===== src/rtl/ecc_ser_pkg.sv =====
package ecc_ser_pkg;
  localparam int unsigned SLICE_W = 64;
  localparam int unsigned HAM_W   = 7;
  localparam int unsigned CHK_W   = HAM_W + 1;
  localparam int unsigned CODE_N  = SLICE_W + HAM_W;

  typedef logic [SLICE_W-1:0] slice_t;
  typedef logic [CHK_W-1:0]   chk_t;

  // Data bits covered by Hamming bit j; data occupies non power-of-two positions 1..71
  function automatic slice_t ham_mask(input int unsigned bit_j);
    slice_t      m;
    int unsigned di;
    m  = '0;
    di = 0;
    for (int unsigned p = 1; p <= CODE_N; p++) begin
      if ((p & (p - 1)) != 0) begin
        m[di[5:0]] = ((p >> bit_j) & 1) != 0;
        di++;
      end
    end
    return m;
  endfunction

  function automatic int unsigned beats_for(input bit quarter);
    return quarter ? 8 : 4;
  endfunction
endpackage


===== src/rtl/ecc_ser_secded.sv =====
module ecc_ser_secded
  import ecc_ser_pkg::*;
(
  input  slice_t data_i,
  output chk_t   chk_o
);
  logic [HAM_W-1:0] ham;

  for (genvar j = 0; j < HAM_W; j++) begin : g_ham
    localparam slice_t MASK = ham_mask(j);
    assign ham[j] = ^(data_i & MASK);
  end

  assign chk_o = {(^data_i) ^ (^ham), ham};
endmodule


===== src/rtl/ecc_ser_seq.sv =====
module ecc_ser_seq #(
  parameter int unsigned BEATS = 8,
  localparam int unsigned CNT_W = $clog2(BEATS)
) (
  input  logic             clk_i,
  input  logic             rst_ni,
  input  logic             in_valid_i,
  output logic             in_ready_o,
  input  logic             beat_ready_i,
  output logic             beat_valid_o,
  output logic             beat_last_o,
  output logic [CNT_W-1:0] beat_idx_o,
  output logic             load_o
);
  logic             busy_q;
  logic [CNT_W-1:0] cnt_q;
  logic             hs;

  assign beat_valid_o = busy_q;
  assign beat_idx_o   = cnt_q;
  assign beat_last_o  = busy_q && (cnt_q == CNT_W'(BEATS - 1));
  assign hs           = busy_q && beat_ready_i;
  // next word may enter as the last beat leaves
  assign in_ready_o   = !busy_q || (hs && beat_last_o);
  assign load_o       = in_valid_i && in_ready_o;

  always_ff @(posedge clk_i or negedge rst_ni) begin
    if (!rst_ni) begin
      busy_q <= 1'b0;
      cnt_q  <= '0;
    end else if (load_o) begin
      busy_q <= 1'b1;
      cnt_q  <= '0;
    end else if (hs) begin
      if (beat_last_o) begin
        busy_q <= 1'b0;
        cnt_q  <= '0;
      end else begin
        cnt_q <= cnt_q + 1'b1;
      end
    end
  end
endmodule


===== src/rtl/ecc_burst_ser.sv =====
module ecc_burst_ser
  import ecc_ser_pkg::*;
#(
  parameter bit QUARTER_RATE = 1'b1,
  parameter bit ECC_EN       = 1'b1,
  localparam int unsigned BEATS  = beats_for(QUARTER_RATE),
  localparam int unsigned WORD_W = SLICE_W * BEATS,
  localparam int unsigned BEAT_W = ECC_EN ? SLICE_W + CHK_W : SLICE_W,
  localparam int unsigned CNT_W  = $clog2(BEATS)
) (
  input  logic              clk_i,
  input  logic              rst_ni,
  input  logic              in_valid_i,
  output logic              in_ready_o,
  input  logic [WORD_W-1:0] in_data_i,
  output logic              beat_valid_o,
  input  logic              beat_ready_i,
  output logic [BEAT_W-1:0] beat_data_o,
  output logic              beat_last_o
);
  logic              load;
  logic [CNT_W-1:0]  idx;
  logic [WORD_W-1:0] word_q;
  slice_t            slices [BEATS];
  slice_t            cur;

  ecc_ser_seq #(.BEATS(BEATS)) i_seq (
    .clk_i        (clk_i),
    .rst_ni       (rst_ni),
    .in_valid_i   (in_valid_i),
    .in_ready_o   (in_ready_o),
    .beat_ready_i (beat_ready_i),
    .beat_valid_o (beat_valid_o),
    .beat_last_o  (beat_last_o),
    .beat_idx_o   (idx),
    .load_o       (load)
  );

  always_ff @(posedge clk_i or negedge rst_ni) begin
    if (!rst_ni)   word_q <= '0;
    else if (load) word_q <= in_data_i;
  end

  for (genvar b = 0; b < BEATS; b++) begin : g_slice
    assign slices[b] = word_q[b*SLICE_W +: SLICE_W];
  end
  assign cur = slices[idx];

  if (ECC_EN) begin : g_ecc
    chk_t chk;
    ecc_ser_secded i_enc (.data_i(cur), .chk_o(chk));
    assign beat_data_o = {chk, cur};
  end else begin : g_raw
    assign beat_data_o = cur;
  end
endmodule


===== config.mk =====
export PLATFORM = sky130hd
export DESIGN_NAME = ecc_burst_ser
export DESIGN_NICKNAME = d
export VERILOG_FILES = /design/src/rtl/ecc_ser_pkg.sv /design/src/rtl/ecc_ser_secded.sv /design/src/rtl/ecc_ser_seq.sv /design/src/rtl/ecc_burst_ser.sv
export SDC_FILE = /design/constraint.sdc
export NUM_CORES = 1
export LEC_CHECK = 0
export BUFFER_PORTS_ARGS = -buffer_cell sky130_fd_sc_hd__buf_2
export CAP_MARGIN = 20
export CELL_PAD_IN_SITES_DETAIL_PLACEMENT = 1
export CELL_PAD_IN_SITES_GLOBAL_PLACEMENT = 1
export CORE_MARGIN = 3
export CORE_UTILIZATION = 45
export CTS_CLUSTER_DIAMETER = 30
export DETAILED_ROUTE_END_ITERATION = 7
export PLACE_DENSITY_LB_ADDON = 0.1
export SYNTH_ARGS = -nofsm -noshare
export SYNTH_HDL_FRONTEND = slang
export SYNTH_HIERARCHICAL = 1
export SYNTH_SLANG_ARGS = --single-unit

===== constraint.sdc =====
create_clock -name clk_i -period 4.3 [get_ports clk_i]
set_clock_uncertainty 0.05 [all_clocks]
set_input_delay 0.215 -clock clk_i [delete_from_list [all_inputs] [get_ports clk_i]]
set_output_delay 0.215 -clock clk_i [all_outputs]
set_load 0.05 [all_outputs]

* After elaboration in Yosys (flattened, before gate mapping)
Index checks and enable logic that the tools add are counted.
Storage, ports and cells: flip-flop bits (word level) 516, latch bits 0, bits in writable memories 0, memory bits (read-only) 0, input bits 516, output and inout port bits 75, memories 0
Cells by class: add/sub/neg operators 1, multipliers 0, divide/modulo/power cells 0, $lt $le $gt $ge 1, equality and inequality tests 1, shift operators 0, muxes and demuxes 9, bitwise gates (word level) 2, reduce and logical (&&, ||, !) cells 18
Operators by type and width (count):
- 64-bit XOR reduction | 8
- 64-bit binary-select mux with 3-bit select | 1
- 64-bit 2-to-1 mux | 2
- 3-bit 2-to-1 mux | 3
- 7-bit XOR reduction | 1
- 4-bit >= comparator (second input constant) | 1
- 1-bit logical AND | 4
- 3-bit NOT with 4-bit output | 1
- 2-bit nonzero test | 2
- 3-bit by 1-bit adder with 3-bit output (second input constant) | 1
- 3-bit == test (second input constant) | 1
- 1-bit 2-to-1 mux | 3
- 2-bit AND reduction | 1
- 1-bit zero test | 1
- 1-bit logical OR | 1
- 1-bit bitwise XOR | 1

* Logic depth before layout (Yosys ltp)
word-level depth 7, gate-level depth with buffers 11, mapped depth without buffers 9

* By module
Netlist, hierarchy kept.
By module, submodules not included:
- ecc_burst_ser | times used 1, cells each 1308, area each 22688.0 sq um, seq. area each 12812.3 sq um
- ecc_ser_secded | times used 1, cells each 125, area each 1256.2 sq um, seq. area each 0.0 sq um
- ecc_ser_seq | times used 1, cells each 23, area each 229.0 sq um, seq. area each 100.1 sq um

* Worst setup path after synthesis
No wires, ideal clock.
path type register to output, start register i_seq.cnt_q[0], in the netlist i_seq/beat_idx_o[0], end output port beat_data_o[71], data arrival time 4234 ps, data required time 4035 ps, slack -199 ps, cell stages (with the launch flop) 11, path buffers 2, cell sequence dfrtp_1 -> buf_4 -> buf_6 -> mux4_2 -> mux2_2 -> xor2_2 -> xnor2_1 -> xor2_1 -> xnor2_2 -> xnor2_1 -> xnor3_1
On the way: word-level cells in the longest chain between the ends 7, elaborated cells between the ends (all ways) 14, classes of those cells mux: 3; bitwise: 2; reduce/logical: 9
Ends and longest elaborated chain:
- start, declared | line ecc_ser_seq.sv:16 | logic [CNT_W-1:0] cnt_q;
- start signal, assigned | line ecc_ser_seq.sv:39 | cnt_q <= cnt_q + 1'b1;
- 3-bit NOT with 4-bit output (implied by the code) | line ecc_burst_ser.sv:47 | assign cur = slices[idx];
- 64-bit binary-select mux with 3-bit select | line ecc_burst_ser.sv:47
- 64-bit 2-to-1 mux (implied by the code) (2 in series) | line ecc_burst_ser.sv:47
- named net beat_data_o[9] | line ecc_burst_ser.sv:18 | output logic [BEAT_W-1:0] beat_data_o,
- 64-bit XOR reduction | line ecc_ser_secded.sv:11 | assign ham[j] = ^(data_i & MASK);
- named net beat_data_o[66] | line ecc_burst_ser.sv:18
- 7-bit XOR reduction | line ecc_ser_secded.sv:14 | assign chk_o = {(^data_i) ^ (^ham), ham};
- 1-bit bitwise XOR | line ecc_ser_secded.sv:14
- end, declared | line ecc_burst_ser.sv:18
The timed path passes the listed nets, and every way through them passes these cells. The select of a mux whose other input is x is not followed.

* Worst setup path in the final report
start register i_seq.cnt_q[0], in the netlist i_seq/beat_idx_o[0], end output port beat_data_o[71]
On the way: word-level cells in the longest chain between the ends 7, elaborated cells between the ends (all ways) 14, classes of those cells mux: 3; bitwise: 2; reduce/logical: 9
Ends and longest elaborated chain (line):
- 3-bit NOT with 4-bit output (implied by the code) * | ecc_burst_ser.sv:47
- 64-bit binary-select mux with 3-bit select * | ecc_burst_ser.sv:47
- 64-bit 2-to-1 mux (implied by the code) * (2 in series) | ecc_burst_ser.sv:47
- 64-bit XOR reduction | ecc_ser_secded.sv:11
- 7-bit XOR reduction | ecc_ser_secded.sv:14
- 1-bit bitwise XOR * | ecc_ser_secded.sv:14
Every way passes the cells marked *; elsewhere a longest branch is shown, timed or not. The select of a mux whose other input is x is not followed.

==> flow_metrics.tcl <==
set metrics [dict create \
    highest_layer "met5" \
    stdcell_count 3520 \
    viasPerCell 6.18 \
    fin_crit_ns 5.14 \
    cp_data_required_time_ns 4.03 \
    num-fill-cells 4555 \
    die_w_um 238 \
    grt_antenna_before_repair 26 \
    rr_worst_depth 11 \
    hold_class "primary input to async pin" \
    first_global_vias 23700 \
    htreeDepth 3 \
    syn-num-nets 1974 \
    cts_tree "yes" \
    synthesis.instances 1456 \
    clkLatencyLatePin_ns 0.67 \
    synth_warnings 6 \
    first_pass_iters 5 \
    vias 21700 \
    drtIter0Drc 2101 \
    start_util 0.457 \
    drv_cap 0 \
    drcViolationCount 0 \
    place_area_um2 28000 \
    seqCellArea_um2 12900 \
    track_usage 0.409 \
    cp.arrival_ns 4.88 \
    overflow 0 \
    status "finished, violations left" \
    cp-end-kind "output port" \
    dieArea_um2 56500 \
    wl_met2_um 68300 \
    synth.avg_cell_area_um2 16.6 \
    fin_ws_ns -0.843 \
    netlist_area_um2 24200 \
    setup_viol 7 \
    final_cell_mix "buf_2 (584), mux2_2 (560), dlygate4sd3_1 (516), dfrtp_1 (513), mux4_2 (128)" \
    clk_pin_slew_ns 0.06 \
    ys_ff_latch 516 \
    slew_viol_final 0 \
    placedCellCount 2683 \
    rows 84 \
    final_util 0.739 \
    hold_violations 0 \
    place.gp.congestion 0.848 \
    drt-met1-wl_um 44100 \
    nets 3211 \
    port_buffers 590 \
    fin_area_um2 39100 \
    worstSetupPathType "flop to output port" \
    fmaxAchievable_ghz 0.194 \
    maxSlewHeadroom 0.467 \
    worstMarginPinSlew_ns 0.800 \
    crit_fanout 5 \
    fin_setup_tns_ns -2.38 \
    die_h_um 238 \
    layout_commonest_cell "buf_2" \
    yosysSeqAreaShare 0.534 \
    worstSetupStartpointType "flop" \
    cts_buffer_depth 3 \
    period_share 1.20 \
    core_um2 52900 \
    wl_per_cell_um 39.1 \
    violations "negative setup slack" \
    synth_cell_types 26 \
    dpl.hpwl_um 55500 \
    wl_um 138000 \
    grt_pass1_wl_um 167000 \
    clkSinkCount 516 \
    ioPinCount 591 \
    cts_buffers 116 \
    route.met3.wl_um 12100 \
    grt_max_degree 120 \
    root_buffer "clkbuf_16" \
    rsz0062_at_grt "true" \
    area_delta_synth_final_pct 61.7 \
    drive_gt1_frac 0.607 \
    ant_nets 0 \
    multiInputGateArea_um2 11400 \
]
==> synth_stat cells <==
| cell | count | area, µm² |
|---|---|---|
| and2_1 | 1 | 6.26 |
| and2_2 | 1 | 7.51 |
| buf_1 | 9 | 33.8 |
| buf_2 | 51 | 255 |
| buf_4 | 2 | 15.0 |
| buf_6 | 12 | 135 |
| clkbuf_1 | 18 | 67.6 |
| dfrtp_1 | 516 | 12900 |
| ha_1 | 2 | 25.0 |
| mux2_2 | 576 | 6490 |
| mux4_2 | 128 | 2880 |
| nand2_1 | 5 | 18.8 |
| nand2_2 | 1 | 6.26 |
| nand2b_1 | 1 | 6.26 |
| nand4_1 | 1 | 6.26 |
| nand4b_1 | 1 | 8.76 |
| nand4bb_1 | 1 | 11.3 |
| nor2_1 | 1 | 3.75 |
| nor2b_4 | 1 | 13.8 |
| o21ai_1 | 3 | 15.0 |
| xnor2_1 | 93 | 815 |
| xnor2_2 | 11 | 179 |
| xnor3_1 | 3 | 67.6 |
| xnor3_2 | 2 | 47.6 |
| xor2_1 | 15 | 131 |
| xor2_2 | 1 | 16.3 |
==> registers in the layout, indices dropped and copies added (netlist names) <==
signal,count
word_q,512
i_seq/beat_idx_o,3
i_seq/beat_valid_o,1
==> area by class of cell <==
class | instances | area share
sequential | 516 | 0.331
multi-input combinational | 848 | 0.293
timing repair buffer | 1211 | 0.241
clock buffer | 138 | 0.0810
clock inverter | 81 | 0.0302
tap | 688 | 0.0220
antenna | 38 | 0.00243
==> what timing repair did <==
action,in CTS,in global routing
pin swaps,22,28
gates cloned,4,1
gates resized for setup,50,65
hold buffers,516,0
buffers inserted,19,41
endpoints found under the hold margin,596,0
setup endpoints to repair,7,7
==> cells by family after synthesis <==
group / after synthesis / share of synthesized area
AOI/OAI and AO/OA: 3 / 0.000621
xor gates and xnor gates: 125 / 0.0520
adders and majority gates: 2 / 0.00104
buffers and inverters: 92 / 0.0210
DFF: 516 / 0.534
muxes: 704 / 0.388
and+or+nand+nor: 14 / 0.00368
==> per-stage QoR <==
step	setup WS (ns)	hold slack (ns)
final	-0.843	0.0763
after floorplan	0.0842	-0.131
after CTS	-0.419	0.137
after detailed placement	0.0567	0.244
after global routing	-0.823	0.144
after global placement	0.0736	0.239
==> worst max-delay path, cell delays in order, from the launching register on <==
cell and delay, ns:
dfrtp_4 0.45, buf_12 0.16, buf_16 0.15, buf_4 0.16, buf_6 0.14, mux4_2 0.52, mux2_4 0.36, xnor2_1 0.36
xnor2_1 0.20, xnor2_2 0.24, xor2_1 0.25, xnor3_2 0.35, xnor2_2 0.27, xnor3_2 0.40, buf_8 0.19
==> layer usage <==
layer / vias to the layer above / GRT usage
met2: 1927 / 0.717
met5: - / 0
met4: 12 / 0.273
met1: 11000 / 0.439
met3: 802 / 0.102
li1: 7968 / -
==> final timing paths <==
kind | slack, ns | startpoint | endpoint
worst max-delay path | -0.84 | i_seq/beat_idx_o[0]$_DFFE_PN0P_ | beat_data_o[71]
worst min-delay path | 0.08 | rst_ni | word_q[187]$_DFFE_PN0P_
worst max register to register | 0.83 | i_seq/beat_idx_o[0]$_DFFE_PN0P_ | word_q[101]$_DFFE_PN0P_
worst min register to register | 0.46 | word_q[326]$_DFFE_PN0P_ | word_q[326]$_DFFE_PN0P_
max in group asynchronous | 2.83 | rst_ni | word_q[349]$_DFFE_PN0P_
min in group clk_i | 0.26 | in_data_i[139] | word_q[139]$_DFFE_PN0P_
Power is left out: the tool's default activity adds up to more than one toggle a clock period on the data nets, which glitch-free logic cannot reach.
